===== src/rtl/smb_strap_pkg.sv =====
package smb_strap_pkg;
    localparam int SMB_DATA_W = 8;
    localparam int SMB_ADDR_W = SMB_DATA_W - 1;
    localparam int SMB_CNT_W  = $clog2(SMB_DATA_W + 1);

    typedef enum logic [2:0] {
        ST_IDLE, ST_ADDR, ST_ADDR_ACK, ST_WR_DATA, ST_WR_ACK, ST_RD_DATA, ST_RD_ACK
    } smb_state_t;

    // strap code to the two low address bits
    function automatic logic [1:0] strap_to_bits(input logic [1:0] lvl);
        unique case (lvl)
            2'b00:   return 2'b00;   // tied low
            2'b10:   return 2'b01;   // tied high
            default: return 2'b10;   // open (and unused code)
        endcase
    endfunction
endpackage


===== src/rtl/smb_line_sync.sv =====
module smb_line_sync #(
    parameter int STAGES = 2
) (
    input  logic clk,
    input  logic rst_n,
    input  logic line_i,
    output logic line_s,
    output logic line_p
);
    logic [STAGES-1:0] pipe;

    always_ff @(posedge clk or negedge rst_n) begin
        if (!rst_n) begin
            pipe   <= '1;
            line_p <= 1'b1;
        end else begin
            pipe   <= {pipe[STAGES-2:0], line_i};
            line_p <= pipe[STAGES-1];
        end
    end

    assign line_s = pipe[STAGES-1];
endmodule


===== src/rtl/smb_bus_events.sv =====
module smb_bus_events #(
    parameter int SYNC_STAGES = 2
) (
    input  logic clk,
    input  logic rst_n,
    input  logic scl_i,
    input  logic sda_i,
    output logic scl_s,
    output logic sda_s,
    output logic scl_rise,
    output logic scl_fall,
    output logic start_det,
    output logic stop_det
);
    localparam int LINES = 2;
    logic [LINES-1:0] raw, cur, prv;

    assign raw = {sda_i, scl_i};

    for (genvar g = 0; g < LINES; g++) begin : g_line
        smb_line_sync #(.STAGES(SYNC_STAGES)) u_sync (
            .clk    (clk),
            .rst_n  (rst_n),
            .line_i (raw[g]),
            .line_s (cur[g]),
            .line_p (prv[g])
        );
    end

    assign scl_s     = cur[0];
    assign sda_s     = cur[1];
    assign scl_rise  = cur[0] & ~prv[0];
    assign scl_fall  = ~cur[0] & prv[0];
    assign start_det = cur[0] & prv[0] & prv[1] & ~cur[1];
    assign stop_det  = cur[0] & prv[0] & ~prv[1] & cur[1];
endmodule


===== src/rtl/smb_addr_lock.sv =====
module smb_addr_lock
    import smb_strap_pkg::*;
#(
    parameter logic [SMB_ADDR_W-3:0] FIXED_HI = 5'b01011
) (
    input  logic                  clk,
    input  logic                  rst_n,
    input  logic                  start_det,
    input  logic [1:0]            strap_lvl,
    output logic [SMB_ADDR_W-1:0] addr_o,
    output logic                  locked_o
);
    logic [1:0] low_q;

    always_ff @(posedge clk or negedge rst_n) begin
        if (!rst_n) begin
            locked_o <= 1'b0;
            low_q    <= 2'b00;
        end else if (start_det && !locked_o) begin
            locked_o <= 1'b1;
            low_q    <= strap_to_bits(strap_lvl);
        end
    end

    assign addr_o = {FIXED_HI, low_q};
endmodule


===== src/rtl/smb_slave_fsm.sv =====
module smb_slave_fsm
    import smb_strap_pkg::*;
(
    input  logic                  clk,
    input  logic                  rst_n,
    input  logic                  sda_s,
    input  logic                  scl_rise,
    input  logic                  scl_fall,
    input  logic                  start_det,
    input  logic                  stop_det,
    input  logic [SMB_ADDR_W-1:0] addr,
    input  logic [SMB_DATA_W-1:0] rd_data,
    output logic                  sda_oe,
    output logic                  wr_valid,
    output logic [SMB_DATA_W-1:0] wr_data,
    output logic                  rd_req,
    output smb_state_t            state_o
);
    localparam logic [SMB_CNT_W-1:0] FULL = SMB_CNT_W'(SMB_DATA_W);

    smb_state_t            state_q, state_d;
    logic [SMB_DATA_W-1:0] sh, tx;
    logic [SMB_CNT_W-1:0]  cnt;
    logic                  ack_seen;
    logic                  hit;

    assign hit     = (sh[SMB_DATA_W-1:1] == addr);
    assign rd_req  = scl_fall && ((state_q == ST_ADDR_ACK && sh[0]) ||
                                  (state_q == ST_RD_ACK && ack_seen));
    assign wr_data = sh;
    assign state_o = state_q;

    // state register
    always_ff @(posedge clk or negedge rst_n) begin
        if (!rst_n) state_q <= ST_IDLE;
        else        state_q <= state_d;
    end

    // next state
    always_comb begin
        state_d = state_q;
        if (stop_det) begin
            state_d = ST_IDLE;
        end else if (start_det) begin
            state_d = ST_ADDR;
        end else begin
            unique case (state_q)
                ST_IDLE:     state_d = ST_IDLE;
                ST_ADDR:     if (scl_fall && cnt == FULL) state_d = hit ? ST_ADDR_ACK : ST_IDLE;
                ST_ADDR_ACK: if (scl_fall) state_d = sh[0] ? ST_RD_DATA : ST_WR_DATA;
                ST_WR_DATA:  if (scl_fall && cnt == FULL) state_d = ST_WR_ACK;
                ST_WR_ACK:   if (scl_fall) state_d = ST_WR_DATA;
                ST_RD_DATA:  if (scl_fall && cnt == FULL) state_d = ST_RD_ACK;
                ST_RD_ACK: begin
                    if (scl_rise && sda_s)          state_d = ST_IDLE;
                    else if (scl_fall && ack_seen)  state_d = ST_RD_DATA;
                end
                default:     state_d = ST_IDLE;
            endcase
        end
    end

    // outputs and datapath
    always_ff @(posedge clk or negedge rst_n) begin
        if (!rst_n) begin
            sda_oe   <= 1'b0;
            wr_valid <= 1'b0;
            sh       <= '0;
            tx       <= '0;
            cnt      <= '0;
            ack_seen <= 1'b0;
        end else begin
            wr_valid <= 1'b0;
            if (stop_det || start_det) begin
                sda_oe <= 1'b0;
                cnt    <= '0;
            end else begin
                unique case (state_q)
                    ST_IDLE: sda_oe <= 1'b0;
                    ST_ADDR, ST_WR_DATA: begin
                        if (scl_rise && cnt != FULL) begin
                            sh  <= {sh[SMB_DATA_W-2:0], sda_s};
                            cnt <= cnt + 1'b1;
                        end else if (scl_fall && cnt == FULL) begin
                            cnt <= '0;
                            if (state_q == ST_WR_DATA) begin
                                sda_oe   <= 1'b1;
                                wr_valid <= 1'b1;
                            end else begin
                                sda_oe <= hit;
                            end
                        end
                    end
                    ST_ADDR_ACK: begin
                        if (scl_fall) begin
                            cnt <= '0;
                            if (sh[0]) begin
                                tx     <= rd_data;
                                sda_oe <= ~rd_data[SMB_DATA_W-1];
                            end else begin
                                sda_oe <= 1'b0;
                            end
                        end
                    end
                    ST_WR_ACK: if (scl_fall) sda_oe <= 1'b0;
                    ST_RD_DATA: begin
                        if (scl_rise && cnt != FULL) begin
                            cnt <= cnt + 1'b1;
                        end else if (scl_fall) begin
                            if (cnt == FULL) begin
                                sda_oe   <= 1'b0;
                                ack_seen <= 1'b0;
                            end else begin
                                tx     <= tx << 1;
                                sda_oe <= ~tx[SMB_DATA_W-2];
                            end
                        end
                    end
                    ST_RD_ACK: begin
                        if (scl_rise) begin
                            ack_seen <= ~sda_s;
                        end else if (scl_fall && ack_seen) begin
                            tx     <= rd_data;
                            sda_oe <= ~rd_data[SMB_DATA_W-1];
                            cnt    <= '0;
                        end
                    end
                    default: sda_oe <= 1'b0;
                endcase
            end
        end
    end
endmodule


===== src/rtl/smb_strap_slave.sv =====
module smb_strap_slave
    import smb_strap_pkg::*;
#(
    parameter int                    SYNC_STAGES = 2,
    parameter logic [SMB_ADDR_W-3:0] FIXED_HI    = 5'b01011
) (
    input  logic                  clk,
    input  logic                  rst_n,
    input  logic                  scl_i,
    input  logic                  sda_i,
    output logic                  sda_oe,
    input  logic [1:0]            strap_lvl,
    output logic                  wr_valid,
    output logic [SMB_DATA_W-1:0] wr_data,
    output logic                  rd_req,
    input  logic [SMB_DATA_W-1:0] rd_data
);
    logic                  scl_s, sda_s, scl_rise, scl_fall, start_det, stop_det;
    logic [SMB_ADDR_W-1:0] slave_addr;
    logic                  addr_locked;
    smb_state_t            fsm_state;

    smb_bus_events #(.SYNC_STAGES(SYNC_STAGES)) u_events (
        .clk       (clk),
        .rst_n     (rst_n),
        .scl_i     (scl_i),
        .sda_i     (sda_i),
        .scl_s     (scl_s),
        .sda_s     (sda_s),
        .scl_rise  (scl_rise),
        .scl_fall  (scl_fall),
        .start_det (start_det),
        .stop_det  (stop_det)
    );

    smb_addr_lock #(.FIXED_HI(FIXED_HI)) u_lock (
        .clk       (clk),
        .rst_n     (rst_n),
        .start_det (start_det),
        .strap_lvl (strap_lvl),
        .addr_o    (slave_addr),
        .locked_o  (addr_locked)
    );

    smb_slave_fsm u_fsm (
        .clk       (clk),
        .rst_n     (rst_n),
        .sda_s     (sda_s),
        .scl_rise  (scl_rise),
        .scl_fall  (scl_fall),
        .start_det (start_det),
        .stop_det  (stop_det),
        .addr      (slave_addr),
        .rd_data   (rd_data),
        .sda_oe    (sda_oe),
        .wr_valid  (wr_valid),
        .wr_data   (wr_data),
        .rd_req    (rd_req),
        .state_o   (fsm_state)
    );
endmodule


===== config.mk =====
export PLATFORM = sky130hd
export DESIGN_NAME = smb_strap_slave
export DESIGN_NICKNAME = d
export VERILOG_FILES = /design/src/rtl/smb_strap_pkg.sv /design/src/rtl/smb_line_sync.sv /design/src/rtl/smb_bus_events.sv /design/src/rtl/smb_addr_lock.sv /design/src/rtl/smb_slave_fsm.sv /design/src/rtl/smb_strap_slave.sv
export SDC_FILE = /design/constraint.sdc
export NUM_CORES = 1
export LEC_CHECK = 0
export ABC_AREA = 1
export BUFFER_PORTS_ARGS = -buffer_cell sky130_fd_sc_hd__buf_4
export CAP_MARGIN = 0
export CORE_ASPECT_RATIO = 1.75
export CORE_MARGIN = 4
export CORE_UTILIZATION = 41
export DETAILED_ROUTE_END_ITERATION = 10
export PLACE_DENSITY = 0.72
export SLEW_MARGIN = 20
export SYNTH_ARGS = -nofsm -noshare
export SYNTH_HDL_FRONTEND = slang
export SYNTH_SLANG_ARGS = --single-unit

===== constraint.sdc =====
create_clock -name clk -period 2.07 [get_ports clk]
set_input_delay 0.1035 -clock clk [delete_from_list [all_inputs] [get_ports clk]]
set_output_delay 0.1035 -clock clk [all_outputs]
set_load 0.01 [all_outputs]

==> results of run 1 <==
[synth_stat cells]
cell,instances,area share [%]
a21oi_1,8,2.0
buf_2,1,0.25
buf_4,1,0.38
clkbuf_1,1,0.19
dfrtp_1,28,35
dfstp_2,6,8.0
ha_1,2,1.3
inv_1,26,4.9
inv_2,5,0.95
mux2_2,2,1.1
nand2_1,100,19
nand2_2,7,2.2
nand2_4,1,0.57
nand3_1,24,6.1
nand3_4,2,1.8
nand3b_1,2,0.76
nand4_1,6,1.9
nor2_1,32,6.1
nor2_2,1,0.32
nor2_4,1,0.57
nor3_1,1,0.25
nor3_4,1,0.82
o211ai_1,1,0.38
o21a_1,1,0.38
o21ai_0,13,3.3
o21ai_1,1,0.25
or2_2,1,0.32
xnor2_1,1,0.44
[state kept, by name, summed over array words and instances (netlist names)]
signal and flops:
u_fsm.sda_oe 1, u_fsm.state_o 3, u_lock.locked_o 1, u_fsm.wr_valid 1, u_events.g_line.u_sync.pipe 4, u_fsm.cnt 4, u_fsm.tx 7, u_events.g_line.u_sync.line_p 2
u_fsm.ack_seen 1, u_fsm.wr_data 8, u_lock.low_q 2
[logic make-up after synthesis]
group / Yosys count / synth area share (%)
and+or+nand+nor: 179 / 40.7
xor gates and xnor gates: 1 / 0.443
buffers and inverters: 34 / 6.71
AOI/OAI and AO/OA: 24 / 6.33
DFF: 34 / 43.4
adders and majority gates: 2 / 1.27
muxes: 2 / 1.14
[layout by cell type (no fill, tap or decap)]
cell type / count
a21oi_1: 8
buf_4: 27
clkbuf_1: 1
clkbuf_8: 6
clkinv_2: 1
dfrtp_1: 28
dfstp_2: 6
dlygate4sd3_1: 3
ha_1: 2
inv_1: 26
inv_2: 5
mux2_2: 2
nand2_1: 100
nand2_2: 7
nand2_4: 1
nand3_1: 24
nand3_4: 2
nand3b_1: 2
nand4_1: 6
nor2_1: 32
nor2_2: 1
nor2_4: 1
nor3_1: 1
nor3_4: 1
o211ai_1: 1
o21a_1: 1
o21ai_0: 13
o21ai_1: 1
or2_2: 1
xnor2_1: 1
[stage by stage]
stage               hold WS (ps)  worst slack, ps  instances
floorplan                   -192              564        276
global placement            76.1              345        352
detailed placement          78.3              279        352
CTS                         56.9              268        363
global route                99.5             84.2        363
finish                      58.7              252        363
[layer usage]
metal / global-route usage [%] / wire (µm)
met4: 7.51 / 153
met1: 17.9 / 1710
met2: 30.3 / 2470
met5: 0 / 0
met3: 3.35 / 200
[area by class of cell]
class,count,share of cell area [%]
timing repair buffer,30,9.91
clock inverter,1,0.213
inverter,31,4.95
clock buffer,7,3.68
multi-input combinational,208,41.9
tap,52,2.77
sequential,34,36.5
[critical path, cell delays in order (launching register included)]
cell and delay (ps):
dfrtp_1 430, inv_1 100, ha_1 140, nand3_1 170, nand2_1 190, inv_1 90, nand2_2 220, mux2_2 360
[path summary, 6_finish.rpt]
| kind | startpoint | endpoint | slack (ps) | depth (start not counted) |
|---|---|---|---|---|
| worst max-delay path | u_fsm.cnt[0]$_DFFE_PN0P_ | u_fsm.wr_data[4]$_DFFE_PN0P_ | 250 | 7 |
| worst max register to register | u_fsm.cnt[0]$_DFFE_PN0P_ | u_fsm.wr_data[4]$_DFFE_PN0P_ | 250 | 7 |
| min in group asynchronous | rst_n | u_fsm.state_o[1]$_DFFE_PN0P_ | 300 | 2 |
| max in group asynchronous | rst_n | u_events.g_line[0].u_sync.pipe[0]$_DFF_PN1_ | 1420 | 2 |
| worst min-delay path | strap_lvl[1] | u_lock.low_q[0]$_DFFE_PN0P_ | 60 | 3 |
| worst min register to register | u_events.g_line[0].u_sync.pipe[0]$_DFF_PN1_ | u_events.g_line[0].u_sync.pipe[1]$_DFF_PN1_ | 360 | 0 |
[power groups by stage]
stage,clock [W],combinational [W],sequential (W)
global placement,0,0.000238,0.000791
CTS,0.000520,0.000247,0.000781
global route,0.000546,0.000276,0.000793
finish,0.000514,0.000242,0.000780
floorplan,0,0.000119,0.000797
detailed placement,0,0.000241,0.000793
==> impl_metrics.tcl, run 1 <==
set metrics [dict create \
    cts_setup_buffers 0 \
    maxCapViolCount 0 \
    p_leak_nw 1.23 \
    gp_congestion 0.901 \
    synth_cell_types 28 \
    worstSetupPathType "register to register" \
    clock_path_buffers 2 \
    p_int_w 0.00111 \
    antenna_found_initial 0 \
    yosysSeqAreaShare_pct 43.4 \
    p_seq_share_pct 50.8 \
    hold_class "input port to register" \
    maxSlewHeadroom_pct 71.3 \
    power_switching_share_pct 27.7 \
    grt_usage_pct 16.7 \
    port_buffers 24 \
    period_share_pct 87.8 \
    multiInputGateArea_um2 985 \
    worstPathMaxFanout 16 \
    htree_levels 2 \
    initial_utilization_pct 42.3 \
    dr.first_iter.drc_count 66 \
    drtAntennaViolNets 0 \
    ir_drop_mv 0.526 \
    grt_pass1_wl_um 7780 \
    avgViaCountPerCell 5.12 \
    p_switching_w 0.000426 \
    fill_cells 454 \
    cts_buffers 5 \
    synth_cells 276 \
    drive_above_1_share_pct 19.6 \
    worstMarginPinSlew_ps 431 \
    power.share.combinational_pct 15.8 \
    fin_crit_ps 1820 \
    area_delta_synth_final_pct 18.9 \
    utilization_pct 50.3 \
    setup_viol 0 \
    placed_cell_area_mm2 0.00223 \
    drt_first_pass_iters 4 \
    critPathRequiredTime_ps 2250 \
    maxSlewViolCount 0 \
    wirelength_um 4530 \
    power_density_mw_per_mm2 654 \
    vias 1859 \
    drc_errors 0 \
    pwr-share-clk_pct 33.4 \
    die_h_um 99.8 \
    cp.arrival_ps 1990 \
    die_w_um 60.5 \
    fmax_ghz 0.550 \
    hpwlAfterDp_um 3450 \
    tns_ps 0 \
    clock_sinks 34 \
    grt_remaining_overflow 0 \
    fin_skew_ps 9.78 \
    grt_max_degree 35 \
    outcome "finished, final reports clean" \
    synth_nets 292 \
    yosysWarnings 0 \
    finish.instance_area_mm2 0.00235 \
    insertion_delay_ps 290 \
    design.core.area_mm2 0.00467 \
    cts_tree "yes" \
    startpoint_type "register" \
    fp.dieArea_mm2 0.00604 \
    fin_nets 326 \
    fp-row-count 33 \
    critPathCaptureType "register" \
    clk_pin_slew_worst_paths_ps 70 \
    ys_ff_latch 34 \
    first_global_vias 1814 \
    syn_area_per_cell_um2 7.16 \
    rsz0062_at_grt "false" \
    postCtsHoldBufs 3 \
    antennaDiodeCount 0 \
    cts-root-buf "clkbuf_8" \
    io_pins 25 \
    seqCellArea_um2 858 \
    cts-resized-gates 0 \
    finalPower_w 0.00154 \
    detail_route.wl_per_cell_um 12.5 \
    finalHoldViolCount 0 \
    syn-cell-area_mm2 0.00198 \
]
No activity file was read; power rests on OpenSTA's default activity.
==> run 2, diff against run 1 <==
--- a/config.mk
+++ b/config.mk
@@ -11,9 +11,11 @@
 export CORE_ASPECT_RATIO = 1.75
 export CORE_MARGIN = 4
 export CORE_UTILIZATION = 41
+export CTS_BUF_LIST = sky130_fd_sc_hd__clkbuf_4 sky130_fd_sc_hd__clkbuf_8
 export DETAILED_ROUTE_END_ITERATION = 10
 export PLACE_DENSITY = 0.72
 export SLEW_MARGIN = 20
 export SYNTH_ARGS = -nofsm -noshare
 export SYNTH_HDL_FRONTEND = slang
 export SYNTH_SLANG_ARGS = --single-unit
+export TNS_END_PERCENT = 50
==> run 2 against run 1 <==
  * Sequential power is essentially flat
  * Global-route usage is the same
  * Fmax is essentially flat
  * Total power grew 0.92%
  * Flip-flop and latch count is the same
  * Non-clock buffer count is the same
  * Sequential share of layout area shrank 0.058 points
  * Largest cell class unchanged
  * Largest power group unchanged
==> impl_metrics.tcl, run 2 (same netlist as run 1, synthesis figures left out) <==
set metrics [dict create \
    outcome "finished, final reports clean" \
    cts_buffers 5 \
    power_density_mw_per_mm2 659 \
    grt_usage_pct 16.7 \
    insertion_delay_ps 290 \
    worstSetupPathType "register to register" \
    largest_reg_flops 8 \
    critPathCaptureType "register" \
    critPathRequiredTime_ps 2250 \
    area_delta_synth_final_pct 19.1 \
    initial_utilization_pct 42.3 \
    htree_levels 2 \
    p_leak_nw 1.23 \
    cp.arrival_ps 1990 \
    io_pins 25 \
    fin_crit_ps 1820 \
    rsz0062_at_grt "false" \
    clock_sinks 34 \
    fp-row-count 33 \
    finalNonFillerCells 363 \
    tns_ps 0 \
    hpwlAfterDp_um 3450 \
    fp.dieArea_mm2 0.00604 \
    cts-resized-gates 0 \
    ir_drop_mv 0.526 \
    vias 1857 \
    clk_pin_slew_worst_paths_ps 70 \
    finalWorstSetupSlack_ps 252 \
    startpoint_type "register" \
    dp_cells 352 \
    finalPower_w 0.00155 \
    drtAntennaViolNets 0 \
    antennaDiodeCount 0 \
    first_global_vias 1814 \
    finalHoldViolCount 0 \
    port_buffers 24 \
    hold_class "input port to register" \
    maxCapViolCount 0 \
    design.core.area_mm2 0.00467 \
    drc_errors 0 \
    gp_congestion 0.901 \
    fmax_ghz 0.550 \
    drt_first_pass_iters 4 \
    fin_skew_ps 9.13 \
    drive_above_1_share_pct 19.9 \
    fill_cells 452 \
    cts_setup_buffers 0 \
    cts_tree "yes" \
    wirelength_um 4540 \
    fin_nets 326 \
    setup_viol 0 \
    grt_pass1_wl_um 7780 \
    die_h_um 99.8 \
    seqCellArea_um2 858 \
    cts-root-buf "clkbuf_8" \
    maxSlewHeadroom_pct 71.2 \
    die_w_um 60.5 \
    multiInputGateArea_um2 985 \
    grt_remaining_overflow 0 \
    layout_commonest_cell "nand2_1" \
    avgViaCountPerCell 5.12 \
    clock_path_buffers 2 \
    dr.first_iter.drc_count 66 \
    final_cell_mix "nand2_1 (100), nor2_1 (32), dfrtp_1 (28), buf_4 (27), inv_1 (26)" \
    period_share_pct 87.8 \
    worstMarginPinSlew_ps 432 \
    antenna_found_initial 0 \
    utilization_pct 50.4 \
    detail_route.wl_per_cell_um 12.5 \
    worstPathMaxFanout 16 \
    pre_cts_ws_ps 279 \
    grt_max_degree 35 \
    maxSlewViolCount 0 \
]
## run 2: changes by cell type in the layout (fill, tap and decap cells not counted)
cell      previous run  this run
clkbuf_1             1         0
clkbuf_4             0         1
## run 2: what timing repair did
item                                   CTS  global route
setup endpoints to repair                0             0
endpoints found under the hold margin   30             0
hold buffers                             3             0
## run 2: worst paths after layout
path | startpoint | slack, ps | endpoint | cells after the start
min in group asynchronous | rst_n | 300 | u_fsm.state_o[1]$_DFFE_PN0P_ | 2
min | strap_lvl[1] | 60 | u_lock.low_q[0]$_DFFE_PN0P_ | 3
max reg2reg | u_fsm.cnt[0]$_DFFE_PN0P_ | 250 | u_fsm.wr_data[4]$_DFFE_PN0P_ | 7
max | u_fsm.cnt[0]$_DFFE_PN0P_ | 250 | u_fsm.wr_data[4]$_DFFE_PN0P_ | 7
min reg2reg | u_events.g_line[0].u_sync.pipe[0]$_DFF_PN1_ | 360 | u_events.g_line[0].u_sync.pipe[1]$_DFF_PN1_ | 0
max in group asynchronous | rst_n | 1420 | u_events.g_line[0].u_sync.pipe[0]$_DFF_PN1_ | 2
## run 2: power by group
group / leakage [nW] / internal [W] / switching, W
Sequential: 0.402 / 0.000730 / 0.0000508
Combinational: 0.778 / 0.000112 / 0.000130
Clock: 0.0517 / 0.000282 / 0.000246
Total: 1.23 / 0.00112 / 0.000427
## run 2: layout make-up
cell class | count | share of cell area, %
timing repair buffer | 30 | 9.89
sequential | 34 | 36.5
multi-input combinational | 208 | 41.9
inverter | 31 | 4.95
clock buffer | 7 | 3.83
clock inverter | 1 | 0.213
tap | 52 | 2.77
## run 2: worst max-delay path, stage by stage, from the launching register on
cell	delay, ps
dfrtp_1	430
inv_1	100
ha_1	140
nand3_1	170
nand2_1	190
inv_1	90
nand2_2	220
mux2_2	360
## run 2: layer usage
metal  vias up  part of all wire (%)  global-route usage, %
li1        935                     -                      -
met1       868                    38                   17.9
met2        39                    55                   30.3
met3        15                   4.1                   3.35
met4         0                   3.4                   7.51
met5         -                     0                      0
## run 2: stage by stage
stage / hold WS, ps / area, µm²
after floorplan: -192 / 1980
after global placement: 76.1 / 2230
after detailed placement: 78.3 / 2230
after CTS: 57.2 / 2350
after global routing: 99.1 / 2350
final: 58.0 / 2350
